<file path="src/rtl/uart_wake_pkg.sv">
// Package: types shared by the serial receiver and its submodules.
// Assumes nothing beyond being compiled before every module that imports it.
package uart_wake_pkg;
    typedef enum logic [1:0] {
        ST_HUNT,
        ST_START,
        ST_DATA,
        ST_STOP
    } rx_state_e;
endpackage

</file>
<file path="src/rtl/uart_rx_sync.sv">
// Module: brings the asynchronous line into the clock domain through a chain
// of flops. Assumes the idle level of the line is high.
module uart_rx_sync #(
    parameter int STAGES = 2
) (
    input  logic clk,
    input  logic rst_n,
    input  logic din,
    output logic dout
);
    logic [STAGES-1:0] chain;

    // Shift the raw line through the synchronizer stages.
    generate
        for (genvar g = 0; g < STAGES; g++) begin : g_stage
            if (g == 0) begin : g_first
                always_ff @(posedge clk) begin
                    if (!rst_n) chain[g] <= 1'b1;
                    else        chain[g] <= din;
                end
            end else begin : g_next
                always_ff @(posedge clk) begin
                    if (!rst_n) chain[g] <= 1'b1;
                    else        chain[g] <= chain[g-1];
                end
            end
        end
    endgenerate

    assign dout = chain[STAGES-1];
endmodule

</file>
<file path="src/rtl/uart_rx_framer.sv">
// Module: hunts for a start bit, times each bit with a sample counter, votes
// three mid-bit samples and assembles the character LSB first.
// Assumes samp_en is one clock wide at OVS samples per bit and that rx_s is
// already synchronized.
module uart_rx_framer
    import uart_wake_pkg::*;
#(
    parameter int OVS     = 16,
    parameter int MAXBITS = 9
) (
    input  logic               clk,
    input  logic               rst_n,
    input  logic               samp_en,
    input  logic               rx_s,
    input  logic               len9,
    output logic [MAXBITS-1:0] chr,
    output logic               done,
    output logic               frm_bad,
    output logic               start_ok,
    output logic               in_hunt,
    output logic               in_start
);
    localparam int SW = $clog2(OVS);
    localparam int BW = $clog2(MAXBITS);
    localparam logic [SW-1:0] S_A    = SW'(OVS/2 - 2);
    localparam logic [SW-1:0] S_B    = SW'(OVS/2 - 1);
    localparam logic [SW-1:0] S_C    = SW'(OVS/2);
    localparam logic [SW-1:0] S_LAST = SW'(OVS - 1);
    localparam logic [BW-1:0] LAST_L = BW'(MAXBITS - 1);
    localparam logic [BW-1:0] LAST_S = BW'(MAXBITS - 2);

    rx_state_e     state;
    logic [SW-1:0] scnt;
    logic [BW-1:0] bidx;
    logic [BW-1:0] last_idx;
    logic          v_a, v_b, vote;

    // Majority of the two stored samples and the present one.
    assign vote     = (v_a & v_b) | (v_a & rx_s) | (v_b & rx_s);
    assign last_idx = len9 ? LAST_L : LAST_S;
    assign in_hunt  = (state == ST_HUNT);
    assign in_start = (state == ST_START);

    // Bit timing, sampling, voting and frame sequencing.
    always_ff @(posedge clk) begin
        if (!rst_n) begin
            state    <= ST_HUNT;
            scnt     <= '0;
            bidx     <= '0;
            v_a      <= 1'b1;
            v_b      <= 1'b1;
            chr      <= '0;
            done     <= 1'b0;
            frm_bad  <= 1'b0;
            start_ok <= 1'b0;
        end else begin
            done     <= 1'b0;
            start_ok <= 1'b0;
            if (samp_en) begin
                if (state == ST_HUNT) begin
                    if (!rx_s) begin
                        state <= ST_START;
                        scnt  <= SW'(1);
                    end
                end else begin
                    scnt <= (scnt == S_LAST) ? '0 : scnt + 1'b1;
                    if (scnt == S_A) v_a <= rx_s;
                    if (scnt == S_B) v_b <= rx_s;
                    if (scnt == S_C) begin
                        case (state)
                            ST_START: begin
                                if (vote) begin
                                    state <= ST_HUNT;
                                end else begin
                                    start_ok <= 1'b1;
                                    chr      <= '0;
                                end
                            end
                            ST_DATA: begin
                                for (int i = 0; i < MAXBITS; i++) begin
                                    if (bidx == BW'(i)) chr[i] <= vote;
                                end
                            end
                            ST_STOP: begin
                                done    <= 1'b1;
                                frm_bad <= ~vote;
                                state   <= ST_HUNT;
                            end
                            default: ;
                        endcase
                    end
                    if (scnt == S_LAST) begin
                        case (state)
                            ST_START: begin
                                state <= ST_DATA;
                                bidx  <= '0;
                            end
                            ST_DATA: begin
                                if (bidx == last_idx) state <= ST_STOP;
                                else                  bidx  <= bidx + 1'b1;
                            end
                            default: ;
                        endcase
                    end
                end
            end
        end
    end
endmodule

</file>
<file path="src/rtl/uart_rx_idle.sv">
// Module: counts consecutive high samples from the point chosen by
// after_stop and reports one idle hit per idle period. It is armed by an
// accepted start bit. Assumes in_hunt, in_start and start_ok come from the framer.
module uart_rx_idle #(
    parameter int OVS     = 16,
    parameter int MAXBITS = 9
) (
    input  logic clk,
    input  logic rst_n,
    input  logic samp_en,
    input  logic rx_s,
    input  logic len9,
    input  logic after_stop,
    input  logic in_hunt,
    input  logic in_start,
    input  logic start_ok,
    output logic idle_hit
);
    localparam int CW = $clog2((MAXBITS + 2) * OVS + 1);
    localparam logic [CW-1:0] LIM_S = CW'((MAXBITS + 1) * OVS);
    localparam logic [CW-1:0] LIM_L = CW'((MAXBITS + 2) * OVS);

    logic [CW-1:0] cnt;
    logic [CW-1:0] limit;
    logic          count_en;
    logic          armed;

    assign limit    = len9 ? LIM_L : LIM_S;
    assign count_en = after_stop ? in_hunt : ~in_start;
    assign idle_hit = samp_en & rx_s & count_en & armed & (cnt == limit - 1'b1);

    // Saturating run length of high samples inside the counting window.
    always_ff @(posedge clk) begin
        if (!rst_n) begin
            cnt <= '0;
        end else if (samp_en) begin
            if (!rx_s || !count_en) cnt <= '0;
            else if (cnt < limit)   cnt <= cnt + 1'b1;
        end
    end

    // Arm on each accepted start bit, disarm once an idle has been reported.
    always_ff @(posedge clk) begin
        if (!rst_n)        armed <= 1'b0;
        else if (start_ok) armed <= 1'b1;
        else if (idle_hit) armed <= 1'b0;
    end
endmodule

</file>
<file path="src/rtl/uart_wake_rx.sv">
// Module: top of the serial receiver. It checks parity, registers each
// character with its error flags, and runs standby with address-mark or
// idle-line wakeup.
// Assumes samp_en is a one-clock tick at OVS times the bit rate.
module uart_wake_rx #(
    parameter int OVS         = 16,
    parameter int MAXBITS     = 9,
    parameter int SYNC_STAGES = 2
) (
    input  logic               clk,
    input  logic               rst_n,
    input  logic               samp_en,
    input  logic               rxd,
    input  logic               cfg_len9,
    input  logic               cfg_par_en,
    input  logic               cfg_par_odd,
    input  logic               cfg_wake_addr,
    input  logic               cfg_idle_after_stop,
    input  logic               sleep_req,
    output logic [MAXBITS-1:0] rx_data,
    output logic               rx_valid,
    output logic               err_parity,
    output logic               err_frame,
    output logic               idle_flag,
    output logic               standby
);
    logic               rx_s;
    logic [MAXBITS-1:0] chr, chr_m;
    logic               done, frm_bad, start_ok, in_hunt, in_start;
    logic               idle_hit, par_c, msb_c, addr_wake, idle_wake, deliver;

    uart_rx_sync #(.STAGES(SYNC_STAGES)) u_sync (
        .clk(clk), .rst_n(rst_n), .din(rxd), .dout(rx_s)
    );

    uart_rx_framer #(.OVS(OVS), .MAXBITS(MAXBITS)) u_framer (
        .clk(clk), .rst_n(rst_n), .samp_en(samp_en), .rx_s(rx_s),
        .len9(cfg_len9), .chr(chr), .done(done), .frm_bad(frm_bad),
        .start_ok(start_ok), .in_hunt(in_hunt), .in_start(in_start)
    );

    uart_rx_idle #(.OVS(OVS), .MAXBITS(MAXBITS)) u_idle (
        .clk(clk), .rst_n(rst_n), .samp_en(samp_en), .rx_s(rx_s),
        .len9(cfg_len9), .after_stop(cfg_idle_after_stop),
        .in_hunt(in_hunt), .in_start(in_start), .start_ok(start_ok),
        .idle_hit(idle_hit)
    );

    // Character as received, the top position cleared for the short length.
    assign chr_m     = cfg_len9 ? chr : {1'b0, chr[MAXBITS-2:0]};
    assign par_c     = cfg_par_en & ((^chr_m) ^ cfg_par_odd);
    assign msb_c     = cfg_len9 ? chr[MAXBITS-1] : chr[MAXBITS-2];
    assign addr_wake = standby & done & cfg_wake_addr & msb_c;
    assign idle_wake = standby & ~cfg_wake_addr & idle_hit;
    assign deliver   = done & (~standby | addr_wake);

    // Output register: data, flags and strobes for delivered characters.
    always_ff @(posedge clk) begin
        if (!rst_n) begin
            rx_data    <= '0;
            rx_valid   <= 1'b0;
            err_parity <= 1'b0;
            err_frame  <= 1'b0;
            idle_flag  <= 1'b0;
        end else begin
            rx_valid  <= deliver;
            idle_flag <= idle_hit;
            if (deliver) begin
                rx_data    <= chr_m;
                err_parity <= par_c;
                err_frame  <= frm_bad;
            end
        end
    end

    // Standby: the request sets it, the selected wakeup clears it.
    always_ff @(posedge clk) begin
        if (!rst_n)                      standby <= 1'b0;
        else if (sleep_req)              standby <= 1'b1;
        else if (addr_wake || idle_wake) standby <= 1'b0;
    end
endmodule

</file>
<file path="config.mk">
export PLATFORM = sky130hd
export DESIGN_NAME = uart_wake_rx
export DESIGN_NICKNAME = d
export VERILOG_FILES = /design/src/rtl/uart_wake_pkg.sv /design/src/rtl/uart_rx_sync.sv /design/src/rtl/uart_rx_framer.sv /design/src/rtl/uart_rx_idle.sv /design/src/rtl/uart_wake_rx.sv
export SDC_FILE = /design/constraint.sdc
export NUM_CORES = 1
export LEC_CHECK = 0
export ABC_AREA = 1
export BUFFER_PORTS_ARGS = -buffer_cell sky130_fd_sc_hd__clkbuf_2
export CELL_PAD_IN_SITES_DETAIL_PLACEMENT = 2
export CELL_PAD_IN_SITES_GLOBAL_PLACEMENT = 2
export CORE_AREA = 2 2 108 79
export CTS_BUF_LIST = sky130_fd_sc_hd__clkbuf_8
export CTS_CLUSTER_SIZE = 14
export DETAILED_ROUTE_END_ITERATION = 10
export DIE_AREA = 0 0 110 81
export GPL_TIMING_DRIVEN = 1
export PLACE_DENSITY = 0.79
export SLEW_MARGIN = 20
export SYNTH_ARGS = -nofsm -noshare
export SYNTH_HDL_FRONTEND = slang
export SYNTH_SLANG_ARGS = --single-unit
</file>
<file path="constraint.sdc">
create_clock -name clk -period 1.89 [get_ports clk]
set_input_delay 0 -clock clk [delete_from_list [all_inputs] [get_ports clk]]
set_output_delay 0 -clock clk [all_outputs]
set_load 0.05 [all_outputs]
</file>
# --- After elaboration in Yosys (flattened, before gate mapping) ---
# Index checks and enable logic that the tools add are counted.
totals:
  regBits: 49
  output_inout_bits: 14
classes:
  eq_ne: 29
  muxes: 37
  order_cmp: 1
  reduce_logical: 28
  bitwise_logic: 26
  add_sub_neg: 4
ops:
  columns: ["op", "count"]
  rows:
  - ["$reduce_and A6 Y1", 9]
  - ["$eq A4 B3 Y1 const B", 6]
  - ["$mux W4", 5]
  - ["$mux W9", 2]
  - ["$ne A2 B1 Y1 const B", 9]
  - ["$pmux W9 S2", 1]
  - ["$mux W1", 17]
  - ["$mux W8", 2]
  - ["$and A1 B1 Y1", 14]
  - ["$eq A4 B4 Y1 const B", 3]
  - ["$mux W2", 6]
  - ["$reduce_xor A9 Y1", 1]
  - ["$add A4 B1 Y4 const B", 2]
  - ["$add A8 B1 Y8 const B", 1]
  - ["$eq A4 B2 Y1 const B", 2]
  - ["$eq A8 B8 Y1", 1]
  - ["$lt A8 B8 Y1", 1]
  - ["$not A1 Y1", 8]
  - ["$pmux W2 S2", 2]
  - ["$pmux W4 S2", 1]
  - ["$reduce_bool A2 Y1", 4]
  - ["$sub A8 B1 Y8 const B", 1]
  - ["$ne A2 B2 Y1 const B", 3]
  - ["$reduce_and A3 Y1", 2]
  - ["other kinds (16)", 22]

# --- Logic depth before layout (Yosys ltp) ---
logic_depth:
  depth_word: 10
  ltp_mapped: 11
  mapped_depth_nobuf: 11

# --- Cells and area by module ---
# A second synthesis with hierarchy kept.
hier_totals:
  hier_cells: 423
  area_unflattened_um2: 2821.5
modules_own_cells:
  columns: ["mod", "instances", "area_each_um2", "seq_area_each_um2", "cells_each"]
  rows:
  - ["uart_rx_framer", 1, 1535.2, 480.5, 231]
  - ["uart_wake_rx", 1, 683.2, 280.3, 102]
  - ["uart_rx_idle", 1, 548.0, 180.2, 84]
  - ["uart_rx_sync", 1, 55.1, 40.0, 6]

# --- Least setup slack after synthesis ---
# OpenSTA, ideal clock, no wires.
synth_path:
  kind: "register to register"
  from: "register u_framer.state[1]"
  to: "register u_framer.bidx[2]"
  required_time_ns: 1.772
  synth_period_minus_slack_ns: 1.641
  path_slack_ns: 0.249
  stages_incl_launch_ff: 11
  arrival_time_ns: 1.523
  cell_sequence: "dfxtp_1 -> inv_1 -> ha_1 -> clkbuf_2 -> inv_1 -> nor2_1 -> nand2_1 -> o21ai_0 -> inv_1 -> nand2_1 -> nor2_1"
synth_between:
  elab_chain_cells: 3
synth_lines:
  columns: ["element", "line_no", "text"]
  rows:
  - ["start: declaration", "uart_rx_framer.sv:32", "rx_state_e state;"]
  - ["start signal: assignment", "uart_rx_framer.sv:47", "state <= ST_HUNT;"]
  - ["start signal: assignment", "uart_rx_framer.sv:62", "state <= ST_START;"]
  - ["start signal: assignment", "uart_rx_framer.sv:73", "state <= ST_HUNT;"]
  - ["$eq A2 B2 Y1, or another cell as far along", "uart_rx_framer.sv:93", "case (state)"]
  - ["$ne A2 B2 Y1 (no line), or another cell as far along", null, null]
  - ["$reduce_and A5 Y1 (no line)", null, null]
  - ["end signal: assignment", "uart_rx_framer.sv:100", "else bidx <= bidx + 1'b1;"]
  - ["end: declaration", "uart_rx_framer.sv:34", "logic [BW-1:0] bidx;"]
# Parallel ways exist; a longest one is shown, timed or not.
# A chain may end at the register's enable or synchronous reset.

# --- Worst setup path in the final report ---
layout_path:
  from: "register u_framer.state[0]"
  to: "register u_framer.bidx[2]"
# Same word-level chain as after synthesis.

==> results.tsv <==
stage	metric	value	unit
run_status	status	finished with violations	
run_status	violations	hold timing	
power	peakVddDrop	0.2469	mV
synth	seq_area_frac_synth	36.50	%
min_path	hold_class	input port to register	
route	drt-wirelength-per-cell	15.69	microns
worst_setup_path	cp_max_fo	7	
global_route	grt_pass1_wl	13.81	mm
power	p_comb_share	8.3	%
sta	max_slew_margin	72.71	%
worst_setup_path	timing.rr.end	u_framer.bidx[2]$_SDFFE_PN0P_	
route	drc	0	
worst_setup_path	critPathRequiredTime	2.10	ns
power	p_sw	0.5173	mW
finish	nets	437	
route	drt-total-wl	8.144	mm
route	drt_iter0_markers	107	
synth	yosysUniqueCellTypes	37	
global_route	met1_usage	27.09	%
clock_tree	clock_sinks	49	
clock_tree	cts_buffers	5	
worst_setup_path	crit_type	register to register	
worst_setup_path	cp-start-kind	register	
min_path	worstHoldPathCells	3	
floorplanning	die_x	110	microns
clock_tree	htree_levels	2	
route	num_vias	2611	
power	clkPwrFrac	35.4	%
floorplanning	initial_utilization	33.50	%
worst_setup_path	cp_top_family	simple AND/OR/NAND/NOR gates	
min_path	hp-start	cfg_wake_addr	
floorplanning	rows	28	
place	io_buffers	23	
sta	drv_slew	0	
global_route	met3_usage	2.889	%
floorplanning	io_pins	24	
global_route	globalRoute.busiestLayer	met2	
worst_setup_path	cp.arrival	1.90	ns
worst_setup_path	slowest_delay	0.37	ns
route	first_pass_iters	4	
synth	syn_area	2688	sq um
clock_tree	clockBufferDepth	2	
finish	n_antenna_cell	0	
worst_setup_path	endpoint_kind	register	
sta	finalHoldViolCount	1	
finish	layout_commonest_cell	nand2_1	
global_route	antenna_found_initial	0	
place	pre_cts_slack	0.1077	ns
synth	syn_inst	383	
worst_setup_path	r2r_cells	8	
power	internal_power	1.357	mW
finish	fin_util	37.99	%
sta	min_period	1.692	ns
synth	synth_warnings	0	
global_route	grtUsageTotal	19.98	%
finish	mostFrequentLayoutCells	nand2_1 (75), inv_1 (49), dfxtp_1 (47), o21ai_0 (39), nor2_1 (39)	
clock_tree	path_clk_slew	0.10	ns
run	drv_cap	0	
synth	synth.net_count	407	
sta	clock_skew	0.009665	ns
sta	whs	-0.004062	ns
place	hpwl	6.220	mm
place	gp_congestion	0.7631	
sta	fmax	0.5911	GHz
worst_setup_path	crit_slowest_cell	dfxtp_2	
sta	fin_crit_sh	89.51	%
power	seqPwrFrac	56.3	%
sta	setup_viol	0	
global_route	gr-total-overflow	0	
finish	layout-drive-gt1-share	14.73	%
clock_tree	cts_tree	built	
floorplanning	die_h	81	microns
worst_setup_path	rrSetupSlack	0.20	ns
global_route	grt_start_max_net_pins	26	
worst_setup_path	reg2reg_from	u_framer.state[0]$_SDFFE_PN0P_	
power	p_per_area	614.9	nW/um^2
power	switching_share	27.60	%
floorplanning	dieArea	8910	sq um
floorplanning	core	8023	sq um
sta	tightest_slew	0.4063	ns
global_route	gr-usage-met2	33.31	%
power	power	1.874	mW
sta	fin_tns_setup	0	ns
clock_tree	cts_root_buf	clkbuf_8	
sta	finalWorstSetupSlack	0.1983	ns
global_route	grt_pass1_vias	2799	
min_path	min_to	standby$_SDFFE_PN0P_	
worst_setup_path	critPathBufInv	2	
clock_tree	clock_latency	0.32	ns
route	ant_nets	0	
power	power.leakage	1.293	nW
synth	ys_ff_latch	49	
worst_setup_path	crit_chain	inv_1, ha_2, nor2_8, inv_4, nor3_4, nand2_2, nor3_1, nor2_1	
finish	area_delta_synth_final	13.41	%
synth	avgSynthCellArea	7.017	sq um
sta	rsz0062_at_grt	no	
route	vias_per_cell	5.031	
clock_tree	post-cts-setup-buffers	0	
## per-layer routing
layer  part of all wire, %  up-vias
met1                    51     1269
met3                   2.3        8
met5                     0        -
li1                      -     1303
met2                    46       31
met4                   1.0        0
## worst reg2reg max path: cells and delay by family, from the launching register on
| kind | cells | cell delay, ns |
|---|---|---|
| AND/OR/NAND/NOR | 5 | 0.77 |
| flip-flops | 1 | 0.37 |
| adder cells (fa/ha/maj) | 1 | 0.26 |
| buffers and inverters | 2 | 0.19 |
## how the worst max path moves through the flow
stage	from	slack (ns)	to	cells after the start
global placement	u_framer.state[1]$_SDFFE_PN0P_	0.21	u_framer.bidx[2]$_SDFFE_PN0P_	8
detailed placement	u_framer.state[1]$_SDFFE_PN0P_	0.11	u_framer.bidx[2]$_SDFFE_PN0P_	8
CTS	u_framer.state[1]$_SDFFE_PN0P_	0.04	u_framer.bidx[2]$_SDFFE_PN0P_	9
global route	u_idle.cnt[4]$_SDFFE_PN0P_	0.02	u_idle.cnt[4]$_SDFFE_PN0P_	11
finish	u_framer.state[0]$_SDFFE_PN0P_	0.20	u_framer.bidx[2]$_SDFFE_PN0P_	8
floorplan	u_framer.state[1]$_SDFFE_PN0P_	0.25	u_framer.bidx[2]$_SDFFE_PN0P_	10
## power by group through the flow
stage	combinational [mW]	clock, mW	sequential (mW)
finish	0.156	0.663	1.05
CTS	0.156	0.687	1.05
floorplan	0.0894	0	1.08
detailed placement	0.150	0	1.08
global placement	0.143	0	1.08
global route	0.176	0.719	1.06
## flip-flops by register name, indices dropped and copies added (netlist names), 2 cells and up
register	cells
rx_data	9
u_framer.bidx	4
u_framer.chr	9
u_framer.scnt	4
u_framer.state	2
u_idle.cnt	8
## layout make-up
class	count	area, sq um
clock buffer	5	68.82
clock inverter	3	17.52
fill	979	4975
inverter	54	206.4
multi-input combinational	271	1450
sequential	49	983.4
tap	105	131.4
timing repair buffer	32	190.2
## timing repair
item	4_1_cts	5_1_grt
endpoints found under the hold margin	3	0
endpoints found under the setup margin	0	15
resized for setup	0	4
hold buffers	3	0
## Yosys cell counts
cell type | n | area share (%)
clkbuf_1 | 4 | 0.56
nand4_1 | 6 | 1.4
or2_2 | 2 | 0.47
buf_6 | 2 | 0.84
a211oi_1 | 1 | 0.28
clkinv_2 | 1 | 0.19
nand2_2 | 4 | 0.93
o21ai_1 | 2 | 0.37
clkbuf_2 | 1 | 0.19
nor2_8 | 1 | 0.74
dfxtp_1 | 49 | 36
nand2_4 | 1 | 0.42
a21oi_1 | 26 | 4.8
inv_4 | 1 | 0.23
a21o_1 | 1 | 0.28
o21ai_0 | 40 | 7.4
nor2_1 | 39 | 5.4
o31ai_1 | 2 | 0.56
o21ai_2 | 2 | 0.65
clkinv_1 | 1 | 0.14
nor2_4 | 1 | 0.42
o21bai_1 | 1 | 0.28
o21bai_2 | 1 | 0.42
xor2_1 | 6 | 2.0
ha_1 | 14 | 6.5
nand3_1 | 16 | 3.0
buf_2 | 2 | 0.37
nor3_4 | 1 | 0.61
nand2_1 | 75 | 10
o221a_2 | 1 | 0.42
o22ai_1 | 2 | 0.47
o211ai_1 | 1 | 0.28
nor2_2 | 3 | 0.70
inv_1 | 48 | 6.7
xnor2_1 | 3 | 0.98
inv_2 | 3 | 0.42
nor3_1 | 19 | 3.5
## cells by family (layout without fill, tap and decap cells)
kind of cell	count (synthesis)	count (layout)	share of synthesized area (%)
AO/OA/AOI/OAI	80	80	16.29
flip-flops	49	49	36.50
adder cells (fa/ha/maj)	14	14	6.518
AND/OR/NAND/NOR	168	168	28.12
buffers and inverters	63	94	9.636
XOR/XNOR	9	9	2.933
## stage by stage
stage | instance area [sq um] | cells
2_1_floorplan | 2688 | 383
6_report | 3048 | 519
4_1_cts | 3043 | 519
3_5_place_dp | 2927 | 508
3_3_place_gp | 2927 | 508
5_1_grt | 3048 | 519
Note: power is estimated with default switching activity, not from simulation.
